## src/rtl/can_fc_pkg.sv

```systemverilog
package can_fc_pkg;
  typedef enum logic [1:0] {
    MODE_INIT   = 2'd0,
    MODE_NORMAL = 2'd1,
    MODE_SLEEP  = 2'd2
  } mode_e;
endpackage

```

## src/rtl/can_fc_recov_cnt.sv

```systemverilog
module can_fc_recov_cnt #(
  parameter int RUN_LEN   = 11,
  parameter int RUN_COUNT = 128
) (
  input  logic clk_i,
  input  logic rst_ni,
  input  logic en_i,
  input  logic rx_valid_i,
  input  logic rx_bit_i,
  output logic done_o
);
  localparam int RUN_W = (RUN_LEN > 1) ? $clog2(RUN_LEN) : 1;
  localparam int OCC_W = $clog2(RUN_COUNT + 1);

  logic [RUN_W-1:0] run_q;
  logic [OCC_W-1:0] occ_q;

  assign done_o = (occ_q == OCC_W'(RUN_COUNT));

  always_ff @(posedge clk_i or negedge rst_ni) begin
    if (!rst_ni) begin
      run_q <= '0;
      occ_q <= '0;
    end else if (!en_i) begin
      run_q <= '0;
      occ_q <= '0;
    end else if (rx_valid_i && !done_o) begin
      if (!rx_bit_i) begin
        run_q <= '0;
      end else if (run_q == RUN_W'(RUN_LEN - 1)) begin
        run_q <= '0;
        occ_q <= occ_q + 1'b1;
      end else begin
        run_q <= run_q + 1'b1;
      end
    end
  end

  p_dominant_restarts_r2: assert property (@(posedge clk_i) disable iff (!rst_ni)
    en_i && rx_valid_i && !rx_bit_i |=> run_q == '0);
  p_occ_bound_r2: assert property (@(posedge clk_i) disable iff (!rst_ni)
    occ_q <= OCC_W'(RUN_COUNT));
  p_occ_step_r2: assert property (@(posedge clk_i) disable iff (!rst_ni)
    en_i && $past(en_i) && occ_q != $past(occ_q) |-> occ_q == $past(occ_q) + 1'b1);
endmodule

```

## src/rtl/can_fc_busoff.sv

```systemverilog
module can_fc_busoff #(
  parameter int TEC_W     = 9,
  parameter int TEC_LIMIT = 255
) (
  input  logic             clk_i,
  input  logic             rst_ni,
  input  logic [TEC_W-1:0] tec_i,
  input  logic             auto_i,
  input  logic             req_i,
  input  logic             seq_done_i,
  output logic             bus_off_o,
  output logic             tec_clr_o
);
  logic bus_off_q, tec_clr_q;
  logic enter, leave;

  assign enter = !bus_off_q && !tec_clr_q && (tec_i > TEC_W'(TEC_LIMIT));
  assign leave = bus_off_q && seq_done_i && (auto_i || req_i);

  always_ff @(posedge clk_i or negedge rst_ni) begin
    if (!rst_ni) begin
      bus_off_q <= 1'b0;
      tec_clr_q <= 1'b0;
    end else begin
      tec_clr_q <= leave;
      if (enter)      bus_off_q <= 1'b1;
      else if (leave) bus_off_q <= 1'b0;
    end
  end

  assign bus_off_o = bus_off_q;
  assign tec_clr_o = tec_clr_q;

  p_enter_busoff_r1: assert property (@(posedge clk_i) disable iff (!rst_ni)
    !bus_off_q && !tec_clr_q && tec_i > TEC_W'(TEC_LIMIT) |=> bus_off_q);
  p_exit_needs_seq_r3: assert property (@(posedge clk_i) disable iff (!rst_ni)
    $fell(bus_off_q) |-> $past(seq_done_i));
  p_manual_exit_req_r4: assert property (@(posedge clk_i) disable iff (!rst_ni)
    $fell(bus_off_q) && !$past(auto_i) |-> $past(req_i));
  p_clr_on_exit_r5: assert property (@(posedge clk_i) disable iff (!rst_ni)
    $fell(bus_off_q) |-> tec_clr_q);
  p_clr_single_r5: assert property (@(posedge clk_i) disable iff (!rst_ni)
    tec_clr_q |=> !tec_clr_q);
endmodule

```

## src/rtl/can_fc_mode.sv

```systemverilog
module can_fc_mode
  import can_fc_pkg::*;
(
  input  logic  clk_i,
  input  logic  rst_ni,
  input  logic  init_req_i,
  input  logic  sleep_req_i,
  input  logic  wake_req_i,
  input  logic  auto_wake_i,
  input  logic  rx_valid_i,
  input  logic  rx_bit_i,
  output mode_e mode_o,
  output logic  wake_irq_o
);
  mode_e mode_q, mode_d;
  logic  armed_q, irq_q, activity, fire;

  assign activity = rx_valid_i && !rx_bit_i;
  // interrupt only on the first activity of a manual-wake sleep stay
  assign fire = (mode_q == MODE_SLEEP) && !init_req_i && !wake_req_i
                && activity && !auto_wake_i && armed_q;

  always_comb begin
    mode_d = mode_q;
    if (init_req_i) begin
      mode_d = MODE_INIT;
    end else begin
      case (mode_q)
        MODE_INIT:   mode_d = MODE_NORMAL;
        MODE_NORMAL: if (sleep_req_i) mode_d = MODE_SLEEP;
        MODE_SLEEP:  if (wake_req_i || (activity && auto_wake_i)) mode_d = MODE_NORMAL;
        default:     mode_d = MODE_INIT;
      endcase
    end
  end

  always_ff @(posedge clk_i or negedge rst_ni) begin
    if (!rst_ni) begin
      mode_q  <= MODE_INIT;
      armed_q <= 1'b0;
      irq_q   <= 1'b0;
    end else begin
      mode_q <= mode_d;
      irq_q  <= fire;
      if (mode_q != MODE_SLEEP && mode_d == MODE_SLEEP) armed_q <= 1'b1;
      else if (fire)                                    armed_q <= 1'b0;
    end
  end

  assign mode_o     = mode_q;
  assign wake_irq_o = irq_q;

  p_init_prio_r7: assert property (@(posedge clk_i) disable iff (!rst_ni)
    init_req_i |=> mode_q == MODE_INIT);
  p_sleep_from_req_r8: assert property (@(posedge clk_i) disable iff (!rst_ni)
    mode_q == MODE_SLEEP && $past(mode_q) != MODE_SLEEP |-> $past(sleep_req_i) && $past(mode_q) == MODE_NORMAL);
  p_auto_wake_r9: assert property (@(posedge clk_i) disable iff (!rst_ni)
    mode_q == MODE_SLEEP && auto_wake_i && activity && !init_req_i |=> mode_q == MODE_NORMAL);
  p_irq_in_sleep_r10: assert property (@(posedge clk_i) disable iff (!rst_ni)
    wake_irq_o |-> mode_q == MODE_SLEEP && !$past(auto_wake_i));
  p_irq_single_r10: assert property (@(posedge clk_i) disable iff (!rst_ni)
    wake_irq_o |=> !wake_irq_o);
endmodule

```

## src/rtl/can_fault_mode_ctrl.sv

```systemverilog
module can_fault_mode_ctrl
  import can_fc_pkg::*;
#(
  parameter int TEC_W     = 9,
  parameter int TEC_LIMIT = 255,
  parameter int RUN_LEN   = 11,
  parameter int RUN_COUNT = 128
) (
  input  logic             clk_i,
  input  logic             rst_ni,
  input  logic             auto_recover_i,
  input  logic             auto_wake_i,
  input  logic [TEC_W-1:0] tec_i,
  input  logic             rx_valid_i,
  input  logic             rx_bit_i,
  input  logic             init_req_i,
  input  logic             sleep_req_i,
  input  logic             wake_req_i,
  input  logic             recover_req_i,
  output logic [1:0]       mode_o,
  output logic             bus_off_o,
  output logic             tx_allow_o,
  output logic             tec_clr_o,
  output logic             wake_irq_o
);
  mode_e mode;
  logic  bus_off, seq_done;

  can_fc_recov_cnt #(.RUN_LEN(RUN_LEN), .RUN_COUNT(RUN_COUNT)) u_recov (
    .clk_i, .rst_ni,
    .en_i      (bus_off),
    .rx_valid_i,
    .rx_bit_i,
    .done_o    (seq_done)
  );

  can_fc_busoff #(.TEC_W(TEC_W), .TEC_LIMIT(TEC_LIMIT)) u_busoff (
    .clk_i, .rst_ni,
    .tec_i,
    .auto_i     (auto_recover_i),
    .req_i      (recover_req_i),
    .seq_done_i (seq_done),
    .bus_off_o  (bus_off),
    .tec_clr_o
  );

  can_fc_mode u_mode (
    .clk_i, .rst_ni,
    .init_req_i, .sleep_req_i, .wake_req_i, .auto_wake_i,
    .rx_valid_i, .rx_bit_i,
    .mode_o     (mode),
    .wake_irq_o
  );

  assign mode_o     = mode;
  assign bus_off_o  = bus_off;
  assign tx_allow_o = (mode == MODE_NORMAL) && !bus_off;

  p_no_tx_busoff_r1: assert property (@(posedge clk_i) disable iff (!rst_ni)
    bus_off_o |-> !tx_allow_o);
endmodule

```

## config.mk

```make
export PLATFORM = sky130hd
export DESIGN_NAME = can_fault_mode_ctrl
export DESIGN_NICKNAME = d
export VERILOG_FILES = /design/src/rtl/can_fc_pkg.sv /design/src/rtl/can_fc_recov_cnt.sv /design/src/rtl/can_fc_busoff.sv /design/src/rtl/can_fc_mode.sv /design/src/rtl/can_fault_mode_ctrl.sv
export SDC_FILE = /design/constraint.sdc
export NUM_CORES = 1
export LEC_CHECK = 0
export BUFFER_PORTS_ARGS = -buffer_cell sky130_fd_sc_hd__buf_2
export CORE_ASPECT_RATIO = 1.2
export CORE_MARGIN = 2
export CORE_UTILIZATION = 25
export CTS_CLUSTER_SIZE = 28
export DETAILED_ROUTE_END_ITERATION = 16
export GPL_TIMING_DRIVEN = 0
export PLACE_DENSITY_LB_ADDON = 0.15
export SLEW_MARGIN = 20
export SYNTH_ARGS = -nofsm -noshare
export SYNTH_HDL_FRONTEND = slang
export SYNTH_SLANG_ARGS = --single-unit
```

## constraint.sdc

```tcl
create_clock -name clk_i -period 1.4 [get_ports clk_i]
set_input_delay 0.21 -clock clk_i [delete_from_list [all_inputs] [get_ports clk_i]]
set_output_delay 0.21 -clock clk_i [all_outputs]
set_load 0.05 [all_outputs]
```

# Word-level counts from Yosys, hierarchy flattened
# Cells that the tools add are included.
word_totals:
  elab_cells: 62
  reg_bits: 18
  output_inout_bits: 6
  input_bits: 19
classes:
  muxes: 16
  n_reduce_logical: 27
  order_cmp: 1
  n_eq_ne: 9
  add_sub_neg: 2
op_table:
  columns: ["operator", "count"]
  rows:
  - ["8-bit two-way mux", 4]
  - ["4-bit two-way mux", 4]
  - ["1-bit logical AND", 14]
  - ["9-bit by 8-bit > comparator with 1-bit output (second input constant)", 1]
  - ["8-bit by 1-bit adder with 8-bit output (second input constant)", 1]
  - ["8-bit equality test (second input constant)", 1]
  - ["2-bit inequality test (second input constant)", 4]
  - ["1-bit zero test", 7]
  - ["2-bit two-way mux", 3]
  - ["2-bit one-hot mux with 3 select lines", 1]
  - ["4-bit by 1-bit adder with 4-bit output (second input constant)", 1]
  - ["2-bit equality test (second input constant)", 2]
  - ["4-bit equality test (second input constant)", 1]
  - ["1-bit two-way mux", 4]
  - ["2-bit nonzero test", 2]
  - ["3-bit AND reduction", 1]
  - ["2-bit by 1-bit equality test with 1-bit output (second input constant)", 1]
  - ["2-bit zero test", 1]
  - ["1-bit logical OR", 2]

# Depth between registers and ports, before layout
# Gate-level depths: netlist (run 1).
logic_depth:
  depth_word: 10
  mapped_depth: 7
  ltp_nobuf: 6

# Cells and area by module
# Synthesis (run 1) repeated with hierarchy kept, for this count alone.
unflattened:
  cells_unflattened: 96
  area_unflattened_um2: 1043.5
modules_own_cells:
  columns: ["mod", "area_each_um2", "n_inst", "seq_area_each_um2", "cells_per_inst"]
  rows:
  - ["can_fc_recov_cnt", 762.0, 1, 300.3, 72]
  - ["can_fc_mode", 190.2, 1, 100.1, 17]
  - ["can_fc_busoff", 78.8, 1, 50.0, 6]
  - ["can_fault_mode_ctrl", 12.5, 1, 0.0, 1]

# Worst setup path before layout (run 1)
# OpenSTA, ideal clock, no wires.
synth_timing:
  path_kind: "register to output"
  from: "register u_busoff.bus_off_q (netlist: u_busoff.bus_off_o)"
  to: "output tx_allow_o"
  path_buffers: 1
  required_ps: 1190
  path_slack_ps: -716
  path_stages_with_launch: 3
  arrival_time_ps: 1906
  cell_sequence: "dfrtp_1 -> clkbuf_1 -> nor3_1"
synth_between:
  elab_chain_cells: 2
synth_rtl:
  columns: ["element", "line", "text"]
  rows:
  - ["start, declared", "can_fc_busoff.sv:14", "logic bus_off_q, tec_clr_q;"]
  - ["start signal, assigned", "can_fc_busoff.sv:22", "bus_off_q <= 1'b0;"]
  - ["start signal, assigned", "can_fc_busoff.sv:26", "if (enter) bus_off_q <= 1'b1;"]
  - ["start signal, assigned", "can_fc_busoff.sv:27", "else if (leave) bus_off_q <= 1'b0;"]
  - ["1-bit zero test", null, null]
  - ["1-bit logical AND", "can_fault_mode_ctrl.sv:57", "assign tx_allow_o = (mode == MODE_NORMAL) && !bus_off;"]
  - ["end, declared", "can_fault_mode_ctrl.sv:22", "output logic tx_allow_o,"]
# Every way passes these cells.

# Final worst setup path (run 1)
layout_timing:
  from: "register u_recov.occ_q[0]"
  to: "register u_recov.occ_q[3]"
layout_between:
  elab_chain_cells: 5
  elab_cells_between_ends: 10
  cone_classes: "add/sub (1); eq/ne (2); mux (4); reduce/logical (3)"
layout_rtl:
  columns: ["element", "line", "text"]
  rows:
  - ["start, declared", "can_fc_recov_cnt.sv:16", "logic [OCC_W-1:0] occ_q;"]
  - ["start signal, assigned", "can_fc_recov_cnt.sv:32", "occ_q <= occ_q + 1'b1;"]
  - ["8-bit by 1-bit adder with 8-bit output or 8-bit equality test (tied branches)", "can_fc_recov_cnt.sv:32, can_fc_recov_cnt.sv:18", null]
  - ["8-bit two-way mux or 1-bit zero test (tied branches)", "can_fc_recov_cnt.sv:30, can_fc_recov_cnt.sv:27", null]
  - ["8-bit two-way mux or 1-bit logical AND (tied branches)", "can_fc_recov_cnt.sv:28, can_fc_recov_cnt.sv:27", null]
  - ["8-bit two-way mux or 2-bit inequality test (tied branches)", null, null]
  - ["8-bit two-way mux or 3-bit AND reduction (tied branches)", null, null]
# Several ways; a longest one is shown, not always the timed one. The select of a mux whose other input is x is not followed.
# A chain may end at the register's enable or synchronous reset.

==> metrics list, run 1 <==
* Global route total overflow: 0
- Number of nets with antenna violations after routing: 0
- Largest driver fanout on the critical path: 4
- Type of element capturing the critical path: register
* Unrepaired setup endpoints after global routing: true
* Setup slack after placement: -0.262 ns
- Vias per std cell: 4.55
- Req. time, crit path: 1.54 ns
* Non-filler instance count after layout: 178
- No sink is reached through more buffers than the 2 on the longest clock path.
- Post-synthesis register bit count: 18
- Later-pin clock latency in the skew report: 0.25 ns
* Setup Skew: 0.00174 ns
* Total of warnings raised by yosys: 0
- Most used flip-flop cell after synthesis: sky130_fd_sc_hd__dfrtp_1
* Netlist area before placement: 991 µm²
- Mapped Cells: 96
* Synth Area in Simple Gates: 26.3%
- Cell Pwr Density: 867 nW/µm²
* Count of distinct cell types in the synthesized netlist: 35
* Net count of the mapped netlist: 119
- The number of global-route vias before repair came to 885.
- Dividing the final minimum period by the clock period gives 107%.
- First-pass GRT wire length: 3890 µm
- Clock tree synthesis inserted a total of 3 buffers.
- Routability-driven placement finished with a final weighted congestion of 0.732.
- Proportion of netlist area held by the largest area contributor: 45.5%
- Setup violations remaining at the end of the flow were counted as 7.
- Total power of the final layout: 1.18 mW
* Top-level I/O count: 25
- WL final: 2150 µm
* Post-CTS clock slew at the launch and capture registers of the worst setup and hold paths: 0.07 ns
* Class of the tightest hold or removal check: primary input to register
- Highest achievable clock rate: 665 MHz
- Total routing resource utilization after global routing: 11.6%
* Routed len/inst: 12.1 µm
* Kind of start point of the critical path: register
* Leading cell types by total area after synthesis: sky130_fd_sc_hd__dfrtp_1, sky130_fd_sc_hd__ha_1, sky130_fd_sc_hd__nor2_1
* Synthesized-area fraction occupied by ao, oa, aoi and oai cells: 12.1%
* Violated checks: setup timing
* Count of TritonRoute iterations in the first routing pass: 2
- Estimated wirelength of the detail-placed design: 1570 µm
* Starting DRT DRC Count: 32
- Input and output buffers added on the ports amount to 16.
* Via Count: 810
* Pin count of the biggest net entering global routing: 19
- The root buffer cell chosen for the clock tree is sky130_fd_sc_hd__clkbuf_8.
- Leakage power total: 0.673 nW
- Leading area contributor after synthesis: sky130_fd_sc_hd__dfrtp_1
* Worst hold slack: 0.153 ns
- Antenna fix cells: 0
* Number of antenna violations at the first check in global routing: 0
- The critical path in this run is classified as register to register.
* Initial standard-cell utilization of the core: 25.5%
- The smallest clock period supported by the final layout is computed as 1.50 ns.
* Remaining max-slew budget at the tightest pin: 71.3%
* Result of the run: complete, but fails checks
- Commonest cells after routing, fill and taps aside: sky130_fd_sc_hd__dfrtp_1, sky130_fd_sc_hd__buf_2, sky130_fd_sc_hd__nor2_1
- CTS built an H-tree with a depth of 1.
- Leaving out fill and tap cells, the most frequent cell in the layout is sky130_fd_sc_hd__dfrtp_1.
* Synthesized area per cell: 10.3 µm²
- Combinational family with the most area after synthesis: simple AND/OR/NAND/NOR gates
- Internal power of the cells: 874 µW
- Across the VDD grid, the largest voltage drop is 0.272 mV.
* Summed negative setup slack over all endpoints: -0.402 ns
- Final setup slack of the worst path: -0.103 ns
- Switching part of the total: 26.0%
- Synthesized-area fraction occupied by xor and xnor cells: 3.54%
* Vertical die dimension: 73.0 µm
* Horizontal extent of the die: 61.5 µm
- The region available for standard cell placement spans 3880 µm².
- After detailed placement, the design holds a cell count of 166.
- Number of enable-type register cells in the synthesized netlist: 0
* Clock tree from TritonCTS: yes
- The tool flagged a number of max-cap violations equal to 0.
- After Yosys synthesis, full adders, half adders and majority gates account for 5.05% of the synthesized area.
* Hold Vio Cnt, Final: 0
- The number of slew-limit violations in the final report came to 0.
- Summing the sequential cell areas from Yosys gives 45.5% of the chip area.
- Arrival time at the worst endpoint: 1.64 ns
- In this run, the combinational gates consume 17.6% of the power.
* Fraction of registers with async set/reset: 100%
- The initialized floorplan defines 25 standard-cell rows.
- Fraction of final layout cells sized beyond drive strength 1: 37.1%
- # DRC: 0
- The floorplan step defined a die boundary enclosing 4490 µm².
- The portion of synthesized area spent on multiplexers is 3.03%.
- For this design, the sink count on the clock tree is 18.
- Net switching component of the power: 307 µW
- At the end of the flow, the number of nets in the layout was 148.
- Slew at the pin with the worst max-slew slack: 0.430 ns
- Clock group share of total power: 35.3%
- Syn-to-layout area delta: 37.5%
* Portion of total power attributed to sequential cells: 47.0%
==> per-stage QoR <==
step | area [µm²] | utilization [%]
final | 1360 | 35.1
after global routing | 1360 | 35.1
after CTS | 1300 | 33.5
after detailed placement | 1150 | 29.7
after global placement | 1150 | 29.7
after floorplan | 1000 | -
==> flip-flops by register name, indices dropped and copies added (netlist names) <==
name,flops
u_busoff.bus_off_o,1
u_busoff.tec_clr_o,1
u_mode.armed_q,1
u_mode.mode_o,2
u_mode.wake_irq_o,1
u_recov.occ_q,8
u_recov.run_q,4
==> synthesized netlist by cell type (3+ instances only) <==
library cell	instances
sky130_fd_sc_hd__mux2i_1	3
sky130_fd_sc_hd__nand3_1	6
sky130_fd_sc_hd__nor2_1	11
sky130_fd_sc_hd__inv_1	8
sky130_fd_sc_hd__ha_1	4
sky130_fd_sc_hd__nor4_1	3
sky130_fd_sc_hd__nand2_1	7
sky130_fd_sc_hd__xnor2_1	4
sky130_fd_sc_hd__dfrtp_1	18
sky130_fd_sc_hd__nand2b_1	3
==> cells by family after synthesis <==
family | after synthesis
AOI/OAI and AO/OA | 15
xor gates and xnor gates | 4
adders and majority gates | 4
buffers and inverters | 10
DFF | 18
muxes | 3
and+or+nand+nor | 42
==> worst max-delay path: stages, from the launching register on <==
cell and delay [ns]:
sky130_fd_sc_hd__dfrtp_1 0.35, sky130_fd_sc_hd__inv_1 0.05, sky130_fd_sc_hd__ha_2 0.17, sky130_fd_sc_hd__and4bb_4 0.21
sky130_fd_sc_hd__a211oi_4 0.31, sky130_fd_sc_hd__nand4_1 0.16, sky130_fd_sc_hd__mux2i_1 0.14
==> layout make-up <==
| class | count | area, µm² |
|---|---|---|
| inverter | 8 | 30.0 |
| clock buffer | 4 | 55.1 |
| fill | 422 | 2520 |
| multi-input combinational | 68 | 583 |
| sequential | 18 | 452 |
| buffer | 1 | 15.0 |
| tap | 54 | 67.6 |
| timing repair buffer | 25 | 160 |
==> repair_timing <==
| item | CTS | global route |
|---|---|---|
| setup buffers | 4 | 4 |
| hold buffers | 1 | 0 |
| gates resized for setup | 12 | 9 |
| endpoints found under the setup margin | 14 | 14 |
| pin swaps | 6 | 7 |
| hold endpoints to repair | 18 | 0 |
==> final timing paths <==
check / startpoint / slack, ns / to / cells after the start
setup / recovery: u_recov.occ_q[0]$_DFFE_PN0P_ / -0.10 / u_recov.occ_q[3]$_DFFE_PN0P_ / 6
hold / removal: init_req_i / 0.15 / u_mode.mode_o[0]$_DFF_PN0_ / 2
setup reg to reg: u_recov.occ_q[0]$_DFFE_PN0P_ / -0.10 / u_recov.occ_q[3]$_DFFE_PN0P_ / 6
hold reg to reg: u_recov.run_q[2]$_DFFE_PN0P_ / 0.53 / u_recov.run_q[2]$_DFFE_PN0P_ / 1
max in group asynchronous: rst_ni / 0.65 / u_busoff.bus_off_o$_DFFE_PN0P_ / 2
min in group asynchronous: rst_ni / 0.43 / u_recov.run_q[0]$_DFFE_PN0P_ / 2
==> power groups by stage <==
stage | Clock (mW) | Combinational [mW] | Sequential [mW]
2_1_floorplan | 0 | 0.0753 | 0.585
3_5_place_dp | 0 | 0.149 | 0.568
4_1_cts | 0.439 | 0.173 | 0.556
6_report | 0.418 | 0.208 | 0.556
5_1_grt | 0.466 | 0.230 | 0.559
3_3_place_gp | 0 | 0.147 | 0.567
==> metal layers <==
| metal | up-vias | share of wire (%) | GRT usage (%) | wire length (µm) |
|---|---|---|---|---|
| met3 | 2 | 2.4 | 2.13 | 52 |
| met1 | 407 | 41 | 13.5 | 885 |
| li1 | 395 | - | - | - |
| met4 | 0 | 1.2 | 4.26 | 25 |
| met5 | - | 0 | 0 | 0 |
| met2 | 6 | 55 | 20.4 | 1190 |
Power figures use the tool's default switching activity.
==> inputs of run 2 (changes only) <==
Settings changed: BUFFER_PORTS_ARGS -buffer_cell sky130_fd_sc_hd__buf_2 to -buffer_cell sky130_fd_sc_hd__clkbuf_2.
==> metrics list, run 2 (same netlist as run 1, synthesis figures left out) <==
* Standard cell core area: 3880 µm² (unchanged)
- The total power was 1.17 mW (-1.0%).
- The worst register-to-register path begins at u_recov.occ_q[1]$_DFFE_PN0P_.
- The final global-route overflow total is 0 (unchanged).
* Post-CTS clock slew at the launch and capture registers of the worst setup and hold paths: 0.07 ns (about the same)
* Wire length on met3: 68 µm (+31%)
- The number of antenna cells inserted came to 0 (unchanged).
* Utilization of the core after routing: 34.6% (-0.48 points)
- Fin. max-slew vios: 0 (unchanged)
- Via Count: 794 (-2.0%)
* Post-route design area: 1340 µm² (-1.4%)
- The number of optimization iterations in the first detailed-route pass came to 4 (+2).
* Top-level I/O count: 25 (unchanged)
* Area enclosed by the die boundary: 4490 µm² (unchanged)
- The library cells used most frequently in the layout, excluding fill and tap cells, are sky130_fd_sc_hd__dfrtp_1, sky130_fd_sc_hd__clkbuf_2, sky130_fd_sc_hd__nor2_1.
* Fraction of final layout cells sized beyond drive strength 1: 37.4% (+0.30 points)
- Site Rows: 25 (unchanged)
* Min Clock Period, post-route: 1.51 ns (+0.00543 ns)
* Cell Pwr Density: 870 nW/µm² (+0.34%)
- The required time reported for the critical path endpoint came to 1.55 ns (about the same).
* Buffer depth of the longest clock path: 2 (unchanged)
- Filler Cell Count: 428 (+1.4%)
- Horizontal extent of the die: 61.5 µm (unchanged)
- The worst setup path is launched from a register.
- The vertical die dimension came to 73.0 µm (unchanged).
- The largest net degree at the start of global routing was 19 (unchanged).
- The count of cells along the worst hold path came to 2 (unchanged).
- The vias per cell came to 4.49 (-1.4%).
* Category of the critical setup timing path: register to register
- The register-to-register path setup slack came to -0.11 ns (about the same).
- Total routing resource utilization after global routing: 11.2% (-0.32 points)
- TritonCTS built the clock tree.
- Largest driver fanout on the critical path: 4 (unchanged)
- STA classifies the critical path endpoint as a register.
- Syn-to-layout area delta: 35.6%
- CP max stage cell: sky130_fd_sc_hd__dfrtp_1
* Setup slack after placement: -0.241 ns (+0.0212 ns)
* Arrival time at the worst endpoint: 1.65 ns (about the same)
* Post-placement cell area: 1150 µm² (unchanged)
* Start point of the worst hold path: init_req_i
* Critical R2R Capture: u_recov.occ_q[3]$_DFFE_PN0P_
- The initial detailed-routing violation count came to 28 (-13%).
- Number of levels in the clock H-tree: 1 (unchanged)
- The CTS sink count came to 18 (unchanged).
- The final hold violation count was 0 (unchanged).
- The remaining antenna violation count came to 0 (unchanged).
- Violated checks: setup timing
* Class of the tightest hold or removal check: primary input to register
- The detailed-placement wirelength estimate was 1560 µm (-1.2%).
- The final routed wire length divided by cell count is 11.9 µm (-1.7%).
- The library cell used most frequently in the layout, excluding fill and tap cells, is sky130_fd_sc_hd__dfrtp_1.
- The part of the cycle the worst path needs came to 108% (+0.39 points).
- The number of global-route vias before repair was 846 (-4.4%).
- The root buffer cell chosen for the clock tree is sky130_fd_sc_hd__clkbuf_8.
- The worst-case hold slack was 0.158 ns (+0.00484 ns).
- GP Congestion: 0.742 (+1.3%)
- # DRC: 0 (unchanged)
- The worst reg-to-reg path cell count is 6 (unchanged).
* Port-buffer cells: 16 (unchanged)
- The maximum resistive drop on vdd came to 0.187 mV (-31%).
* Start point of the critical path: u_recov.occ_q[1]$_DFFE_PN0P_
* Unrepaired setup endpoints after global routing: true
- The effective utilization at floorplan was 25.5% (unchanged).
- WL met1: 935 µm (+5.6%)
- Later-pin clock latency in the skew report: 0.25 ns (about the same)
* Cells along the critical path: inv_1 > ha_2 > and4bb_4 > a211oi_4 > nand4_1 > mux2i_1
* Final setup slack of the worst path: -0.109 ns (-0.00543 ns)
- The global-route wire length before repair came to 3710 µm (-4.6%).
- Endpoints failing setup: 9 (+2)
* Delay of the slowest cell on the worst path: 0.35 ns (about the same)
- The total routed wirelength was 2100 µm (-2.3%).
- The max-capacitance violation count came to 0 (unchanged).
* Remaining max-slew budget at the tightest pin: 69.1% (-2.2 points)
- The leakage power came to 0.665 nW (-1.1%).
- Top layer in use: met4
* Slew at the pin with the worst max-slew slack: 0.463 ns (+0.0331 ns)
- The flip-flop count of the largest register, all copies and words added was 8 (unchanged).
- The path with the worst hold slack has its endpoint at u_mode.mode_o[0]$_DFF_PN0_.
- The total CTS buffers was 3 (unchanged).
- Highest achievable clock rate: 663 MHz (-0.36%)
- Met2 wire len: 1050 µm (-11%)
* Number of antenna violations at the first check in global routing: 0 (unchanged)
- Reg with most FFs: u_recov.occ_q
- Result of the run: complete, but fails checks
- Setup Skew: 0.00516 ns (+0.00342 ns)
* Number of nets in the layout: 147 (-0.68%)
## run 2: cell count changes in the layout (fill, tap and decap cells not counted)
cell                       previous run  this run
sky130_fd_sc_hd__ha_1                 2         1
sky130_fd_sc_hd__ha_2                 2         3
sky130_fd_sc_hd__clkbuf_8             4         5
sky130_fd_sc_hd__o31ai_4              1         0
sky130_fd_sc_hd__buf_6                2         1
sky130_fd_sc_hd__buf_4                7         6
sky130_fd_sc_hd__o31ai_2              1         2
sky130_fd_sc_hd__buf_2               15         0
sky130_fd_sc_hd__nand3_2              1         2
sky130_fd_sc_hd__clkbuf_2             0        15
sky130_fd_sc_hd__nand3_4              1         0
## run 2: final cells by class
type                       count  area [µm²]  share of cell area [%]
tap                           54        67.6                    5.03
sequential                    18         452                    33.6
buffer                         1        13.8                    1.02
clock buffer                   4        55.1                    4.10
multi-input combinational     68         569                    42.4
inverter                       8        30.0                    2.23
timing repair buffer          24         156                    11.6
## run 2: layer usage
layer	global-route usage, %	up-vias
met4	5.67	0
met2	19.6	10
met3	2.30	4
met5	0	-
li1	-	391
met1	12.6	389
## run 2: how the worst max path moves through the flow
stage | end | slack [ns] | cells after the start
2_1_floorplan | u_recov.run_q[3]$_DFFE_PN0P_ | -0.14 | 7
3_3_place_gp | u_recov.occ_q[3]$_DFFE_PN0P_ | -0.23 | 6
3_5_place_dp | u_recov.occ_q[3]$_DFFE_PN0P_ | -0.24 | 6
4_1_cts | u_recov.run_q[3]$_DFFE_PN0P_ | -0.12 | 7
5_1_grt | u_recov.occ_q[1]$_DFFE_PN0P_ | -0.15 | 6
6_report | u_recov.occ_q[3]$_DFFE_PN0P_ | -0.11 | 6
## run 2: critical path: cells and delay by family (launching register included)
kind                     cells  cell delay (ns)
flip-flops                   1             0.35
adder cells (fa/ha/maj)      1             0.17
buffers and inverters        1             0.05
AO/OA/AOI/OAI                1             0.31
multiplexers                 1             0.15
AND/OR/NAND/NOR              2             0.37
## run 2: power by group
group          switching, mW  internal [mW]  total [mW]
Combinational          0.109         0.0734       0.183
Sequential            0.0183          0.537       0.555
Clock                  0.181          0.250       0.431
Total                  0.309          0.860        1.17
## run 2: per-stage QoR
step | setup TNS (ns) | std cells
after global placement | -1.48 | 166
final | -0.424 | 177
after CTS | -0.644 | 175
after detailed placement | -1.72 | 166
after global routing | -1.20 | 177
after floorplan | -0.554 | 96
## run 2: timing repair
action	4_1_cts	5_1_grt
hold buffers	1	0
endpoints found under the setup margin	15	14
pin swaps	5	3
buffers inserted	4	3
gates resized for setup	11	9
hold endpoints to repair	18	0
